<file path="src/rtl/ptw_pkg.sv">
package ptw_pkg;

    localparam int VA_BITS    = 48;
    localparam int LEVELS     = 4;
    localparam int IDX_BITS   = 9;
    localparam int PAGE_SHIFT = 12;
    localparam int ENT_SHIFT  = 3;
    localparam int ADDR_TOP   = 51;
    localparam int VPN_BITS   = VA_BITS - PAGE_SHIFT;

    localparam int BIT_PRESENT  = 0;
    localparam int BIT_WRITE    = 1;
    localparam int BIT_USER     = 2;
    localparam int BIT_ACCESSED = 5;
    localparam int BIT_LARGE    = 7;
    localparam int BIT_NOEXEC   = 63;

    localparam logic [1:0] LVL_TOP = 2'd3;
    localparam logic [1:0] LVL_1G  = 2'd2;
    localparam logic [1:0] LVL_2M  = 2'd1;

    typedef enum logic [1:0] {
        FLT_NONE        = 2'd0,
        FLT_NOT_PRESENT = 2'd1,
        FLT_RESERVED    = 2'd2,
        FLT_NONCANON    = 2'd3
    } fault_e;

    typedef enum logic [1:0] {
        PG_4K = 2'd0,
        PG_2M = 2'd1,
        PG_1G = 2'd2
    } pgsize_e;

    typedef struct packed {
        logic user;
        logic write;
        logic noexec;
    } attr_t;

    localparam attr_t ATTR_INIT = '{user: 1'b1, write: 1'b1, noexec: 1'b0};

    typedef enum logic [2:0] {
        ST_IDLE,
        ST_RD_REQ,
        ST_RD_WAIT,
        ST_EVAL,
        ST_CAS_REQ,
        ST_CAS_WAIT,
        ST_DONE
    } state_e;

    function automatic int size_shift(pgsize_e sz);
        case (sz)
            PG_1G:   return PAGE_SHIFT + 2 * IDX_BITS;
            PG_2M:   return PAGE_SHIFT + IDX_BITS;
            default: return PAGE_SHIFT;
        endcase
    endfunction

    function automatic logic [63:0] rsvd_addr_mask(int pa_bits);
        logic [63:0] m;
        m = '0;
        for (int b = PAGE_SHIFT; b <= ADDR_TOP; b++) begin
            m[b] = (b >= pa_bits);
        end
        return m;
    endfunction

    function automatic logic [63:0] large_low_mask(pgsize_e sz);
        logic [63:0] m;
        int          top;
        m   = '0;
        top = size_shift(sz);
        for (int b = PAGE_SHIFT + 1; b < 64; b++) begin
            m[b] = (b < top);
        end
        return m;
    endfunction

    function automatic logic [63:0] offset_mask(pgsize_e sz);
        return (64'h1 << size_shift(sz)) - 64'h1;
    endfunction

endpackage

</file>
<file path="src/rtl/ptw_index_addr.sv">
module ptw_index_addr
    import ptw_pkg::*;
#(
    parameter int PA_BITS = 40
) (
    input  logic [VPN_BITS-1:0]           vpn,
    input  logic [1:0]                    level,
    input  logic [PA_BITS-PAGE_SHIFT-1:0] base_frame,
    output logic [PA_BITS-1:0]            ent_addr
);
    logic [IDX_BITS-1:0] idx [LEVELS];

    for (genvar g = 0; g < LEVELS; g++) begin : g_idx
        assign idx[g] = vpn[g*IDX_BITS +: IDX_BITS];
    end

    // base is page aligned, so the add is a concatenation
    assign ent_addr = {base_frame, idx[level], {ENT_SHIFT{1'b0}}};
endmodule

</file>
<file path="src/rtl/ptw_entry_eval.sv">
module ptw_entry_eval
    import ptw_pkg::*;
#(
    parameter int PA_BITS = 40
) (
    input  logic [63:0] entry,
    input  logic [1:0]  level,
    input  logic        nx_en,
    output fault_e      fault,
    output logic        is_leaf,
    output pgsize_e     size
);
    localparam logic [63:0] ADDR_RSVD = rsvd_addr_mask(PA_BITS);
    localparam logic [63:0] NX_BIT    = 64'h1 << BIT_NOEXEC;

    logic [63:0] rsvd_mask;
    logic        top_large;
    logic        low_bad;
    logic        rsvd_hit;

    assign rsvd_mask = ADDR_RSVD | (nx_en ? 64'h0 : NX_BIT);

    always_comb begin
        is_leaf   = 1'b0;
        size      = PG_4K;
        top_large = 1'b0;
        unique case (level)
            LVL_TOP: top_large = entry[BIT_LARGE];
            LVL_1G: begin
                is_leaf = entry[BIT_LARGE];
                size    = PG_1G;
            end
            LVL_2M: begin
                is_leaf = entry[BIT_LARGE];
                size    = PG_2M;
            end
            default: begin
                is_leaf = 1'b1;
                size    = PG_4K;
            end
        endcase
    end

    assign low_bad  = is_leaf && (size != PG_4K) && |(entry & large_low_mask(size));
    assign rsvd_hit = |(entry & rsvd_mask) || top_large || low_bad;

    always_comb begin
        if (!entry[BIT_PRESENT]) begin
            fault = FLT_NOT_PRESENT;
        end else if (rsvd_hit) begin
            fault = FLT_RESERVED;
        end else begin
            fault = FLT_NONE;
        end
    end
endmodule

</file>
<file path="src/rtl/ptw_leaf_compose.sv">
module ptw_leaf_compose
    import ptw_pkg::*;
#(
    parameter int PA_BITS = 40
) (
    input  logic [63:0]         entry,
    input  logic [VA_BITS-1:0]  vaddr,
    input  pgsize_e             size,
    output logic [PA_BITS-1:0]  paddr
);
    localparam logic [63:0] PA_MASK   = (64'h1 << PA_BITS) - 64'h1;
    localparam logic [63:0] PAGE_MASK = (64'h1 << PAGE_SHIFT) - 64'h1;

    logic [63:0] off_m;
    logic [63:0] frame;
    logic [63:0] full;

    assign off_m = offset_mask(size);
    assign frame = entry & PA_MASK & ~PAGE_MASK;
    assign full  = (frame & ~off_m) | ({{(64-VA_BITS){1'b0}}, vaddr} & off_m);
    assign paddr = full[PA_BITS-1:0];
endmodule

</file>
<file path="src/rtl/ptw_walker.sv">
module ptw_walker
    import ptw_pkg::*;
#(
    parameter int PA_BITS = 40
) (
    input  logic               clk,
    input  logic               rst,
    input  logic               req_valid,
    output logic               req_ready,
    input  logic [63:0]        req_vaddr,
    input  logic [63:0]        req_root,
    input  logic               req_nx_en,
    output logic               mem_req_valid,
    input  logic               mem_req_ready,
    output logic               mem_req_write,
    output logic [PA_BITS-1:0] mem_req_addr,
    output logic [31:0]        mem_req_cmp,
    output logic [31:0]        mem_req_wdata,
    input  logic               mem_rsp_valid,
    input  logic [63:0]        mem_rsp_rdata,
    input  logic               mem_rsp_match,
    output logic               res_valid,
    output logic [1:0]         res_cause,
    output logic [PA_BITS-1:0] res_paddr,
    output logic [1:0]         res_size,
    output logic               res_user,
    output logic               res_write,
    output logic               res_noexec
);
    localparam int FRAME_W = PA_BITS - PAGE_SHIFT;

    state_e               state_q;
    logic [1:0]           level_q;
    logic [63:0]          entry_q;
    logic [FRAME_W-1:0]   frame_q;
    logic [VA_BITS-1:0]   vaddr_q;
    logic                 nxen_q;
    attr_t                attr_q;
    fault_e               res_cause_q;
    logic [PA_BITS-1:0]   res_paddr_q;
    pgsize_e              res_size_q;
    attr_t                res_attr_q;

    logic                 canon;
    logic [PA_BITS-1:0]   ent_addr;
    fault_e               ev_fault;
    logic                 ev_leaf;
    pgsize_e              ev_size;
    logic [PA_BITS-1:0]   leaf_paddr;
    attr_t                attr_next;
    logic                 unused_root;

    assign unused_root = ^{req_root[63:PA_BITS], req_root[PAGE_SHIFT-1:0]};
    assign canon = (&req_vaddr[63:VA_BITS-1]) || !(|req_vaddr[63:VA_BITS-1]);

    ptw_index_addr #(.PA_BITS(PA_BITS)) u_index (
        .vpn        (vaddr_q[VA_BITS-1:PAGE_SHIFT]),
        .level      (level_q),
        .base_frame (frame_q),
        .ent_addr   (ent_addr)
    );

    ptw_entry_eval #(.PA_BITS(PA_BITS)) u_eval (
        .entry   (entry_q),
        .level   (level_q),
        .nx_en   (nxen_q),
        .fault   (ev_fault),
        .is_leaf (ev_leaf),
        .size    (ev_size)
    );

    ptw_leaf_compose #(.PA_BITS(PA_BITS)) u_compose (
        .entry (entry_q),
        .vaddr (vaddr_q),
        .size  (ev_size),
        .paddr (leaf_paddr)
    );

    always_comb begin
        attr_next.user   = attr_q.user  & entry_q[BIT_USER];
        attr_next.write  = attr_q.write & entry_q[BIT_WRITE];
        attr_next.noexec = attr_q.noexec | entry_q[BIT_NOEXEC];
    end

    always_ff @(posedge clk) begin
        if (rst) begin
            state_q     <= ST_IDLE;
            level_q     <= '0;
            entry_q     <= '0;
            frame_q     <= '0;
            vaddr_q     <= '0;
            nxen_q      <= 1'b0;
            attr_q      <= ATTR_INIT;
            res_cause_q <= FLT_NONE;
            res_paddr_q <= '0;
            res_size_q  <= PG_4K;
            res_attr_q  <= '0;
        end else begin
            unique case (state_q)
                ST_IDLE: begin
                    if (req_valid) begin
                        vaddr_q <= req_vaddr[VA_BITS-1:0];
                        nxen_q  <= req_nx_en;
                        frame_q <= req_root[PA_BITS-1:PAGE_SHIFT];
                        level_q <= LVL_TOP;
                        attr_q  <= ATTR_INIT;
                        if (!canon) begin
                            res_cause_q <= FLT_NONCANON;
                            res_paddr_q <= '0;
                            res_size_q  <= PG_4K;
                            res_attr_q  <= '0;
                            state_q     <= ST_DONE;
                        end else begin
                            state_q <= ST_RD_REQ;
                        end
                    end
                end
                ST_RD_REQ: begin
                    if (mem_req_ready) state_q <= ST_RD_WAIT;
                end
                ST_RD_WAIT: begin
                    if (mem_rsp_valid) begin
                        entry_q <= mem_rsp_rdata;
                        state_q <= ST_EVAL;
                    end
                end
                ST_EVAL: begin
                    if (ev_fault != FLT_NONE) begin
                        res_cause_q <= ev_fault;
                        res_paddr_q <= '0;
                        res_size_q  <= PG_4K;
                        res_attr_q  <= '0;
                        state_q     <= ST_DONE;
                    end else if (ev_leaf) begin
                        res_cause_q <= FLT_NONE;
                        res_paddr_q <= leaf_paddr;
                        res_size_q  <= ev_size;
                        res_attr_q  <= attr_next;
                        state_q     <= ST_DONE;
                    end else if (entry_q[BIT_ACCESSED]) begin
                        frame_q <= entry_q[PA_BITS-1:PAGE_SHIFT];
                        level_q <= level_q - 2'd1;
                        attr_q  <= attr_next;
                        state_q <= ST_RD_REQ;
                    end else begin
                        state_q <= ST_CAS_REQ;
                    end
                end
                ST_CAS_REQ: begin
                    if (mem_req_ready) state_q <= ST_CAS_WAIT;
                end
                ST_CAS_WAIT: begin
                    if (mem_rsp_valid) begin
                        if (mem_rsp_match) begin
                            frame_q <= entry_q[PA_BITS-1:PAGE_SHIFT];
                            level_q <= level_q - 2'd1;
                            attr_q  <= attr_next;
                        end
                        state_q <= ST_RD_REQ;
                    end
                end
                ST_DONE: state_q <= ST_IDLE;
                default: state_q <= ST_IDLE;
            endcase
        end
    end

    assign req_ready     = (state_q == ST_IDLE);
    assign mem_req_valid = (state_q == ST_RD_REQ) || (state_q == ST_CAS_REQ);
    assign mem_req_write = (state_q == ST_CAS_REQ);
    assign mem_req_addr  = ent_addr;
    assign mem_req_cmp   = entry_q[31:0];
    assign mem_req_wdata = entry_q[31:0] | (32'h1 << BIT_ACCESSED);

    assign res_valid  = (state_q == ST_DONE);
    assign res_cause  = res_cause_q;
    assign res_paddr  = res_paddr_q;
    assign res_size   = res_size_q;
    assign res_user   = res_attr_q.user;
    assign res_write  = res_attr_q.write;
    assign res_noexec = res_attr_q.noexec;
endmodule

</file>
<file path="config.mk">
export PLATFORM = sky130hd
export DESIGN_NAME = ptw_walker
export DESIGN_NICKNAME = d
export VERILOG_FILES = /design/src/rtl/ptw_pkg.sv /design/src/rtl/ptw_index_addr.sv /design/src/rtl/ptw_entry_eval.sv /design/src/rtl/ptw_leaf_compose.sv /design/src/rtl/ptw_walker.sv
export SDC_FILE = /design/constraint.sdc
export NUM_CORES = 1
export LEC_CHECK = 0
export BUFFER_PORTS_ARGS = -buffer_cell sky130_fd_sc_hd__buf_2
export CAP_MARGIN = 30
export CORE_MARGIN = 5
export CORE_UTILIZATION = 30
export CTS_CLUSTER_SIZE = 12
export DETAILED_ROUTE_END_ITERATION = 16
export GPL_TIMING_DRIVEN = 1
export RECOVER_POWER = 50
export SYNTH_ARGS = -nofsm -noshare
export SYNTH_HDL_FRONTEND = slang
export SYNTH_SLANG_ARGS = --single-unit
</file>
<file path="constraint.sdc">
create_clock -name clk -period 3.2 [get_ports clk]
set_clock_uncertainty 0.1 [all_clocks]
set_input_delay 0.8 -clock clk [delete_from_list [all_inputs] [get_ports clk]]
set_output_delay 0.8 -clock clk [all_outputs]
set_load 0.05 [all_outputs]
</file>
==> metrics.md <==
| Metric | Value |
|---|---|
| Status | completed |
| Setup total negative slack | 0 ps |
| Critical path's top delay family | buffers and inverters |
| Share of the synthesized area in the top cell type | 44.7% |
| Vias/cell | 4.74 |
| Grt met2 use | between 20% and 30% |
| Final Net Count | 1447 |
| Final instance area | 10200 µm² |
| WL final | 27900 µm |
| Starting DRC count in detailed routing | 392 |
| GR Util met1 | a little over a fifth |
| Max Cap Viol | 0 |
| Grt met3 use | 4.30% |
| Post-CTS Setup Bufs | 0 |
| H-tree depth | 4 |
| Hold buffers post-CTS | 0 |
| Sw frac | 39.7% |
| Total gr overflow | 0 |
| Comb pwr share | between 30% and 40% |
| Synth async-reset ratio | 0% |
| Leakage | between 3 and 4 nW |
| Total iterations of the first detailed-routing run | 4 |
| Clk_lat worst skew | 430 ps |
| DRC violations left | 0 |
| CP Cell Sequence | clkbuf_1 -> nor2_1 -> and2_1 -> buf_2 |
| Routed Antenna Nets | 0 |
| Synth Cell Area | 8290 µm² |
| YS warnings | 0 |
| Final setup fails | 0 |
| Largest net degree at the start of global routing | 77 |
| GRT Overall Usage | between 10% and 20% |
| Top cells by count, synth | 315 x nand2_1, 185 x dfxtp_1, 154 x a21oi_1, 67 x buf_4, 51 x clkbuf_1 |
| Count of cell types in the netlist | 52 |
| Post-synth EDFFs | 0 |
| Primary FF master, synth | dfxtp_1 |
| Clock transition at path regs | ~80 ps |
| Share of cells above drive strength 1 | 23.6% |
| Crit. End Element | output pin |
| I/O Buffers | 302 |
| Register area share after synthesis | 44.7% |
| Top-count cell post-synth | nand2_1 |
| Area Overhead vs Synth | 22.8% |
| Num rows | 60 |
| Kind of critical path | register to output pin |
| FF+latch count, synth | 185 |
| Register area | 3700 µm² |
| # fillers | 2914 |
| Initial antenna violation count | 4 |
| Max IR drop VDD | 0.264 mV |
| CTS tree | done |
| Slew margin rel. | approximately 29% |
| First-pass GRT wire length | 41800 µm |
| Clk pwr share | 30.7% |
| Clock sink count | between 150 and 200 |
| I/O pin count | around 350 |
| Sequential power share | 38.1% |
| Final Slew Violations | 0 |
| Die H | approximately 180 µm |
| Vias in the first global route | 7314 |
| Period minus WS final | 2760 ps |
| RSZ-0062 raised after global routing | false |
| Slowest CP cell | clkbuf_1 |
| FMAX | 0.363 GHz |
| Clk buf depth | 2 |
| Mapped Cells | 1041 |
| Multi-input gate area in the final layout | between 3000 and 4000 µm² |
| Power per standard cell area | 696 nW/µm² |
| Area leader, netlist | dfxtp_1 |
| Root Buffer | clkbuf_16 |
| WP data arrival | 1860 ps |
| Slew @ Worst Pin | around 1100 ps |
| Placed cell areas | around 10000 µm² |
| Largest cells by area after synthesis | dfxtp_1 45%, nand2_1 14%, a21oi_1 9.3% |
| Die area | 31100 µm² |
| Initial core utilization | 30.6% |
| Crit start category | register |
| Final Hold Fails | 0 |
| Worst EP required | 2300 ps |
| Worst Path Max Fanout | 19 |
| CTS Buf Count | 17 |
| Switching power total | 0.00281 W |
| Post_cts resized | 0 |
| Core area | roughly 27000 µm² |
| Critical path's largest stage delay | 540 ps |
| Final Cycle Share | 86.1% |
| Die X | between 150 and 200 µm |
| Int Pwr | roughly 0.0043 W |
| GR peak layer | met2 |
| Worst min path class | register to register |
| Post-DP HPWL | 20100 µm |
| Vias | 7704 |
| WP buf/inv | 2 |
| Final Wtd Congestion | 0.779 |
| Post-Syn Area per Cell | 7.96 µm² |
| Wire per inst | 17.1 µm |
## per-stage QoR
stage	utilization [%]	hold slack, ps	setup WS, ps	std cells	power [W]
detailed placement	35.9	340	308	1594	0.00503
floorplan	-	331	220	1043	0.00442
finish	37.6	350	444	1627	0.00708
global placement	35.9	336	316	1594	0.00500
CTS	38.1	351	452	1626	0.00722
global route	37.5	368	273	1626	0.00745
## metal layers
metal  up-vias  part of all wire [%]
met1      3579                    42
li1       3874                     -
met4         8                   2.5
met2       206                    48
met5         -                  0.18
met3        37                   6.8
## worst min-delay path: stages (launching register included)
cell and delay [ps]:
dfxtp_1 310, nand2_1 50, a21oi_1 50
## cell type report
class / instances / share of cell area [%]
Multi-Input combinational cell: 707 / 36.7
Sequential cell: 185 / 36.4
Timing Repair Buffer: 322 / 16.1
Tap cell: 372 / 4.57
Clock buffer: 17 / 4.18
Clock inverter: 15 / 1.76
Inverter: 8 / 0.295
Antenna cell: 1 / 0.0246
## cell families (layout without fill, tap and decap cells)
group,Yosys count,after routing,synth area share [%]
and+or+nand+nor,455,455,23.4
buffers and inverters,151,362,10.4
xor gates and xnor gates,1,1,0.106
other,2,5,0.0906
muxes,28,28,5.03
adders and majority gates,7,7,1.06
DFF,185,185,44.7
AOI/OAI and AO/OA,212,212,15.2
## registers in the layout, indices dropped and copies added (netlist names)
name        cells
res_user        1
vaddr_q        48
state_q         3
level_q         2
frame_q        28
res_write       1
attr_q          3
entry_q        53
res_cause       2
res_paddr      40
res_noexec      1
res_size        2
nxen_q          1
## power groups by stage
stage / combinational, W / clock (W) / sequential [W]
global route: 0.00238 / 0.00234 / 0.00273
detailed placement: 0.00227 / 0 / 0.00276
floorplan: 0.00144 / 0 / 0.00299
global placement: 0.00225 / 0 / 0.00275
CTS: 0.00228 / 0.00224 / 0.00270
finish: 0.00220 / 0.00218 / 0.00270
## worst paths after layout
kind / from / to / slack (ps) / cells past startpoint
max: state_q[1] / mem_req_write / 440 / 4
min: res_paddr[17] / res_paddr[17] / 350 / 2
max reg2reg: state_q[1] / vaddr_q[40] / 590 / 5
min reg2reg: res_paddr[17] / res_paddr[17] / 350 / 2
## layout by cell type, fill, tap and decap left out, types with 5 or more instances in the layout
cell         n
nand2_1    314
buf_2      202
dfxtp_1    185
a21oi_1    154
clkbuf_1   100
nor2_1      43
nand3_1     38
a311oi_1    29
mux2_2      19
clkbuf_16   17
nand4_1     15
nor3_1      10
buf_4       10
mux4_2       9
inv_1        8
buf_12       8
ha_1         7
nor4_1       6
o21ai_0      5
Power figures use the tool's default switching activity.
